<file path="src/rtl/irq_trig_pkg.sv">
package irq_trig_pkg;

  localparam int OFS_POL   = 'h100;
  localparam int OFS_SENSE = 'h180;
  localparam int OFS_BOTH  = 'h200;
  localparam int OFS_INJ   = 'h280;
  localparam int OFS_DIS   = 'h300;
  localparam int OFS_EN    = 'h380;
  localparam int OFS_ENRD  = 'h400;
  localparam int OFS_PEND  = 'h480;
  localparam int OFS_ROUTE = 'h500;

  typedef struct packed {
    logic       pin_en;
    logic       nmi_en;
    logic [5:0] pin;
  } irq_route_t;

  function automatic logic [31:0] route_word(input irq_route_t r);
    return {r.pin_en, r.nmi_en, 24'd0, r.pin};
  endfunction

endpackage

</file>
<file path="src/rtl/irq_sync.sv">
module irq_sync #(
  parameter int W = 32
) (
  input  logic         clk,
  input  logic         rst_n,
  input  logic [W-1:0] d,
  output logic [W-1:0] q
);
  logic [W-1:0] stage_q;

  always_ff @(posedge clk) begin
    if (!rst_n) begin
      stage_q <= '0;
      q       <= '0;
    end else begin
      stage_q <= d;
      q       <= stage_q;
    end
  end
endmodule

</file>
<file path="src/rtl/irq_src_cell.sv">
module irq_src_cell (
  input  logic clk,
  input  logic rst_n,
  input  logic level_in,
  input  logic cfg_edge,
  input  logic cfg_pol,
  input  logic cfg_dual,
  input  logic inj_set,
  input  logic inj_clr,
  output logic pend
);
  logic prev_q, latch_q, rise, fall, evt;

  assign rise = level_in & ~prev_q;
  assign fall = ~level_in & prev_q;
  assign evt  = cfg_edge & (cfg_dual ? (rise | fall) : (cfg_pol ? rise : fall));

  always_ff @(posedge clk) begin
    if (!rst_n) begin
      prev_q  <= 1'b0;
      latch_q <= 1'b0;
    end else begin
      prev_q <= level_in;
      if (evt || inj_set)  latch_q <= 1'b1;
      else if (inj_clr)    latch_q <= 1'b0;
    end
  end

  assign pend = cfg_edge ? latch_q : ~(level_in ^ cfg_pol);

  // a clear with no competing set empties the latch
  p_inj_clear_r6: assert property (@(posedge clk) disable iff (!rst_n)
    (inj_clr && !inj_set && !evt) |=> !latch_q);
  // a detected edge always leaves the latch set, even against a clear
  p_event_wins_r6: assert property (@(posedge clk) disable iff (!rst_n)
    evt |=> latch_q);
  // a set latch holds until an explicit clear
  p_latch_hold_r4: assert property (@(posedge clk) disable iff (!rst_n)
    (latch_q && !inj_clr) |=> latch_q);
endmodule

</file>
<file path="src/rtl/irq_router.sv">
module irq_router
  import irq_trig_pkg::*;
#(
  parameter int NUM_SRC  = 32,
  parameter int NUM_PINS = 8
) (
  input  logic                clk,
  input  logic                rst_n,
  input  logic [NUM_SRC-1:0]  active,
  input  irq_route_t          routes [NUM_SRC],
  output logic [NUM_PINS-1:0] pin_q,
  output logic                nmi_q
);
  logic [NUM_PINS-1:0] pin_d;
  logic                nmi_d;

  always_comb begin
    pin_d = '0;
    nmi_d = 1'b0;
    for (int i = 0; i < NUM_SRC; i++) begin
      if (active[i]) begin
        if (routes[i].nmi_en) begin
          nmi_d = 1'b1;
        end else if (routes[i].pin_en) begin
          for (int p = 0; p < NUM_PINS; p++) begin
            if (int'(routes[i].pin) == p) pin_d[p] = 1'b1;
          end
        end
      end
    end
  end

  always_ff @(posedge clk) begin
    if (!rst_n) begin
      pin_q <= '0;
      nmi_q <= 1'b0;
    end else begin
      pin_q <= pin_d;
      nmi_q <= nmi_d;
    end
  end

  // with nothing pending and enabled, all request lines drop next cycle
  p_quiet_r9: assert property (@(posedge clk) disable iff (!rst_n)
    (active == '0) |=> (pin_q == '0 && !nmi_q));
endmodule

</file>
<file path="src/rtl/irq_trigger_hub.sv">
module irq_trigger_hub
  import irq_trig_pkg::*;
#(
  parameter int NUM_SRC  = 32,
  parameter int NUM_PINS = 8,
  parameter int ADDR_W   = 12
) (
  input  logic                clk,
  input  logic                rst_n,
  input  logic [NUM_SRC-1:0]  irq_in,
  input  logic                reg_wr,
  input  logic                reg_rd,
  input  logic [ADDR_W-1:0]   reg_addr,
  input  logic [31:0]         reg_wdata,
  output logic [31:0]         reg_rdata,
  output logic [NUM_PINS-1:0] cpu_irq,
  output logic                nmi_irq
);
  localparam int LOW_W = (NUM_SRC < 32) ? NUM_SRC : 32;

  logic [NUM_SRC-1:0] cfg_pol, cfg_sense, cfg_both, en_q;
  logic [NUM_SRC-1:0] sync_in, pend, inj_set, inj_clr;
  irq_route_t         routes_q [NUM_SRC];
  logic [31:0]        rd_d;
  logic               inj_hit;

  function automatic logic at(input logic [ADDR_W-1:0] a, input int ofs);
    return a == ADDR_W'(ofs);
  endfunction

  irq_sync #(.W(NUM_SRC)) u_sync (
    .clk(clk), .rst_n(rst_n), .d(irq_in), .q(sync_in)
  );

  assign inj_hit = reg_wr && at(reg_addr, OFS_INJ);

  for (genvar i = 0; i < NUM_SRC; i++) begin : g_src
    assign inj_set[i] = inj_hit && reg_wdata[31]  && (reg_wdata[7:0] == 8'(i));
    assign inj_clr[i] = inj_hit && !reg_wdata[31] && (reg_wdata[7:0] == 8'(i));

    irq_src_cell u_cell (
      .clk(clk), .rst_n(rst_n), .level_in(sync_in[i]),
      .cfg_edge(cfg_sense[i]), .cfg_pol(cfg_pol[i]), .cfg_dual(cfg_both[i]),
      .inj_set(inj_set[i]), .inj_clr(inj_clr[i]), .pend(pend[i])
    );
  end

  always_ff @(posedge clk) begin
    if (!rst_n) begin
      cfg_pol   <= '0;
      cfg_sense <= '0;
      cfg_both  <= '0;
      en_q      <= '0;
      for (int i = 0; i < NUM_SRC; i++) routes_q[i] <= '0;
    end else if (reg_wr) begin
      for (int i = 0; i < NUM_SRC; i++) begin
        if (at(reg_addr, OFS_POL   + 4 * (i / 32))) cfg_pol[i]   <= reg_wdata[i % 32];
        if (at(reg_addr, OFS_SENSE + 4 * (i / 32))) cfg_sense[i] <= reg_wdata[i % 32];
        if (at(reg_addr, OFS_BOTH  + 4 * (i / 32))) cfg_both[i]  <= reg_wdata[i % 32];
        if (at(reg_addr, OFS_EN  + 4 * (i / 32)) && reg_wdata[i % 32]) en_q[i] <= 1'b1;
        if (at(reg_addr, OFS_DIS + 4 * (i / 32)) && reg_wdata[i % 32]) en_q[i] <= 1'b0;
        if (at(reg_addr, OFS_ROUTE + 4 * i)) begin
          routes_q[i].pin_en <= reg_wdata[31];
          routes_q[i].nmi_en <= reg_wdata[30];
          routes_q[i].pin    <= reg_wdata[5:0];
        end
      end
    end
  end

  always_comb begin
    rd_d = '0;
    for (int i = 0; i < NUM_SRC; i++) begin
      if (at(reg_addr, OFS_POL   + 4 * (i / 32))) rd_d[i % 32] = cfg_pol[i];
      if (at(reg_addr, OFS_SENSE + 4 * (i / 32))) rd_d[i % 32] = cfg_sense[i];
      if (at(reg_addr, OFS_BOTH  + 4 * (i / 32))) rd_d[i % 32] = cfg_both[i];
      if (at(reg_addr, OFS_ENRD  + 4 * (i / 32))) rd_d[i % 32] = en_q[i];
      if (at(reg_addr, OFS_PEND  + 4 * (i / 32))) rd_d[i % 32] = pend[i];
      if (at(reg_addr, OFS_ROUTE + 4 * i))        rd_d = route_word(routes_q[i]);
    end
  end

  always_ff @(posedge clk) begin
    if (!rst_n)      reg_rdata <= '0;
    else if (reg_rd) reg_rdata <= rd_d;
  end

  irq_router #(.NUM_SRC(NUM_SRC), .NUM_PINS(NUM_PINS)) u_router (
    .clk(clk), .rst_n(rst_n), .active(pend & en_q), .routes(routes_q),
    .pin_q(cpu_irq), .nmi_q(nmi_irq)
  );

  // bits written 1 to the enable-set bank are enabled afterwards
  p_en_set_r7: assert property (@(posedge clk) disable iff (!rst_n)
    (reg_wr && at(reg_addr, OFS_EN)) |=>
      ((en_q[LOW_W-1:0] & $past(reg_wdata[LOW_W-1:0])) == $past(reg_wdata[LOW_W-1:0])));
  // bits written 1 to the enable-clear bank are disabled afterwards
  p_en_clr_r7: assert property (@(posedge clk) disable iff (!rst_n)
    (reg_wr && at(reg_addr, OFS_DIS)) |=>
      ((en_q[LOW_W-1:0] & $past(reg_wdata[LOW_W-1:0])) == '0));
  // the enable bank moves only on writes to its set or clear offsets
  p_en_stable_r7: assert property (@(posedge clk) disable iff (!rst_n)
    !(reg_wr && (at(reg_addr, OFS_EN) || at(reg_addr, OFS_DIS))) |=> $stable(en_q));
endmodule

</file>
<file path="config.mk">
export PLATFORM = sky130hd
export DESIGN_NAME = irq_trigger_hub
export DESIGN_NICKNAME = d
export VERILOG_FILES = /design/src/rtl/irq_trig_pkg.sv /design/src/rtl/irq_sync.sv /design/src/rtl/irq_src_cell.sv /design/src/rtl/irq_router.sv /design/src/rtl/irq_trigger_hub.sv
export SDC_FILE = /design/constraint.sdc
export NUM_CORES = 2
export LEC_CHECK = 0
export BUFFER_PORTS_ARGS = -buffer_cell sky130_fd_sc_hd__buf_4
export CORE_AREA = 10 10 268 270
export DETAILED_ROUTE_END_ITERATION = 10
export DIE_AREA = 0 0 278 280
export PLACE_DENSITY_LB_ADDON = 0.1
export SETUP_SLACK_MARGIN = 0.3
export SYNTH_ARGS = -nofsm -noshare
export SYNTH_HDL_FRONTEND = slang
export SYNTH_SLANG_ARGS = --single-unit
export TNS_END_PERCENT = 10
</file>
<file path="constraint.sdc">
create_clock -name clk -period 2.6 [get_ports clk]
set_input_delay 0 -clock clk [delete_from_list [all_inputs] [get_ports clk]]
set_output_delay 0 -clock clk [all_outputs]
set_load 0.05 [all_outputs]
</file>
==> results.yml <==
run_status:
  status: "completed"
power_and_ir_drop:
  p_leak_nw: 13.50
  cellPowerDensity_mw_per_mm2: 510.1
  irDropWorstVdd_uv: 585.8
setup_path:
  slowest_stage: "nor4_2"
  cp_data_arrival_time_ns: 3.04
  cpPeakStageDelay_ns: 0.71
  critPathMaxFanout: 10
  worstSetupStartpointType: "primary input"
  cp.depth: 11
  crit_top_cell: "buf_4"
  critPathBufInv: 4
  cp_top_family: "compound AO/OA/AOI/OAI gates"
  rr_worst_depth: 6
  end_kind: "flip-flop"
  timing.rr.start: "routes_q[251]$_SDFFE_PN0P_"
  rrSetupSlack_ns: 0.16
  crit_path_cell_trace: "buf_4 > buf_4 > nor4_2 > buf_4 > buf_4 > nand2_1 > o32ai_1 > a311o_1 > a31oi_1 > o2111ai_1 > o21ai_0"
  crit_type: "in -> reg"
  worstPathRequired_ns: 3.17
  reg2reg_to: "u_router.pin_q[4]$_SDFF_PN0_"
clock_tree:
  cts.clk_slew.worst_paths_ns: 0.07
  cts_htree_levels: 2
  clock_sinks: 553
  root_buffer: "clkbuf_16"
  cts_tree: "built"
  clock_path_buffers: 3
  numCtsBuffers: 61
  clock_latency_ns: 0.69
logic_synthesis:
  syn_inst: 3873
  synthTopCellsByArea: "dfxtp_1, nand2_1, a21oi_1"
  synth_flop_cell: "dfxtp_1"
  yosysTopAreaCell: "dfxtp_1"
  seq_area_frac_synth: 0.3738
  synth_edf_count: 0
  synth-seq-cells: 553
  yosysUniqueCellTypes: 93
  syn_area_per_cell_um2: 7.647
  synth_nets: 4017
  synth_top_area_frac: 0.3738
  yosysWarningCount: 0
  synth-async-reset-ratio: 0
  synth_area_mm2: 0.02962
route:
  wire_per_inst_um: 29.81
  vias: 33720
  drt_iter0_markers: 4728
  antenna_left: 0
  drc_errors: 0
  totalWireLength_um: 157100
  first_pass_iters: 7
  via_per_inst: 6.397
timing:
  holdWs_ns: 0.05206
  fin_crit_sh: 0.9524
  drv_slew: 0
  fin_ws_ns: 0.1236
  rsz0062_at_grt: "true"
  worst_slew_pin_slew_ns: 1.038
  fin_worst_skew_ns: 0.03188
  max_freq_ghz: 0.4038
  final_period_minus_worst_setup_slack_ns: 2.476
  slew_headroom: 0.3067
  setup_tns_ns: 0
  finalHoldViolCount: 0
  setup-violations-final: 0
die:
  ios: 121
  start_util: 0.4449
  die-width_um: 278
  placementRows: 95
  dieArea_mm2: 0.07784
  core_area_mm2: 0.06656
  die_height_um: 280
cells_and_area:
  layout-drive-gt1-share: 0.1955
  layout_common_cells: "nand2_1, buf_4, dfxtp_1, a21oi_1, nand3_1"
  nets: 4486
  fin_area_mm2: 0.03763
  layout_commonest_cell: "nand2_1"
  syn_to_final_growth_pct: 27.05
  fill_cells: 6288
  fin_cells: 5271
worst_hold_path:
  worstHoldEndpoint: "cfg_pol[4]$_SDFFE_PN0P_"
  whs_path_depth: 4
  min_from: "reg_wdata[4]"
  min_path_type: "in -> reg"
placed_design:
  dp_slack_ns: -0.4950
  hpwlAfterDp_um: 119200
  postPlaceCellArea_mm2: 0.03462
  port_buffers: 120
  placed_cells: 5079
  gp_congestion: 1.128
global_route:
  grt_overflow_total: 0
  track_usage: 0.3848
  grt_antenna_before_repair: 6
  first_global_vias: 31250
  grt_max_degree: 112
  grt_pass1_wl_um: 222200
flow_run:
  maxCapViolCount: 0
## final cells by class
type / instances / area [µm²] / area share
tap: 873 / 1092 / 0.02903
sequential: 553 / 11080 / 0.2945
clock buffer: 85 / 1768 / 0.04699
multi-input combinational: 2913 / 17090 / 0.4542
antenna: 4 / 10.01 / 0.0002660
inverter: 124 / 473.0 / 0.01257
timing repair buffer: 689 / 5729 / 0.1523
clock inverter: 30 / 381.6 / 0.01014
## synth_stat cells, drive strengths merged, types with 20 or more instances
cell	instances
o21ai	92
a21oi	509
nand4	49
o221ai	21
dfxtp	553
ha	64
nor2b	20
a222oi	22
nor3	95
nand3	216
nand3b	20
and2	92
inv	122
mux2i	42
nand2b	50
and3	29
o22ai	33
mux2	40
o211ai	62
clkbuf	190
a221oi	31
a211oi	44
nor2	137
nand2	816
buf	93
nor4	65
## metrics by stage
stage	utilization	total power, W
after floorplan	-	0.009325
after global placement	0.5202	0.009930
after detailed placement	0.5202	0.009935
after CTS	0.5643	0.01918
after global routing	0.5651	0.01958
final	0.5653	0.01919
## logic make-up (layout without fill, tap and decap cells)
logic type / count (synthesis) / in the layout / synth area share
DFF: 553 / 553 / 0.3738
xor gates and xnor gates: 33 / 33 / 0.009759
other: 0 / 4 / 0
muxes: 82 / 82 / 0.02940
buffers and inverters: 407 / 928 / 0.05564
and+or+nand+nor: 1715 / 1715 / 0.2866
AOI/OAI and AO/OA: 1019 / 1019 / 0.2177
adders and majority gates: 64 / 64 / 0.02704
## sequential cells by signal, indices dropped and copies added (netlist names)
register / count
u_router.nmi_q: 1
cfg_sense: 32
g_src.u_cell.prev_q: 32
cfg_both: 32
reg_rdata: 32
cfg_pol: 32
routes_q: 256
u_sync.q: 32
g_src.u_cell.latch_q: 32
en_q: 32
u_sync.stage_q: 32
u_router.pin_q: 8
## worst min-delay path: stages
cell     delay, ns
buf_4         0.12
buf_4         0.35
nand2_1       0.14
a21oi_1       0.05
## worst max path at each step
stage                     slack (ns)                startpoint                           end
after floorplan                 0.40  cfg_pol[19]$_SDFFE_PN0P_  u_router.pin_q[4]$_SDFF_PN0_
after global placement         -0.53               reg_addr[3]     reg_rdata[5]$_SDFFE_PN0P_
after detailed placement       -0.49               reg_addr[3]     reg_rdata[5]$_SDFFE_PN0P_
after CTS                       0.19  cfg_pol[11]$_SDFFE_PN0P_  u_router.pin_q[4]$_SDFF_PN0_
after global routing            0.11   u_sync.q[16]$_SDFF_PN0_  u_router.pin_q[0]$_SDFF_PN0_
final                           0.12               reg_addr[2]    reg_rdata[31]$_SDFFE_PN0P_
## per-layer routing
layer,global-route usage,vias up,routed length (µm)
met3,0.1030,552,19330
met4,0.2244,10,10830
li1,-,14870,-
met1,0.4851,16040,59690
met2,0.5840,2241,67210
met5,0,-,70
## where the power goes
group | switching (W) | internal, W
sequential | 0.0000464 | 0.00854
combinational | 0.000849 | 0.000447
clock | 0.00395 | 0.00536
total | 0.00484 | 0.0143
## what timing repair did
action                                 4_1_cts  5_1_grt
endpoints found under the hold margin      295        0
setup endpoints to repair                   11       14
gates resized for setup                     26       12
pin swaps                                    8        2
setup buffers                                7        0
hold buffers                                66        0
Note: power is estimated with default switching activity, not from simulation.
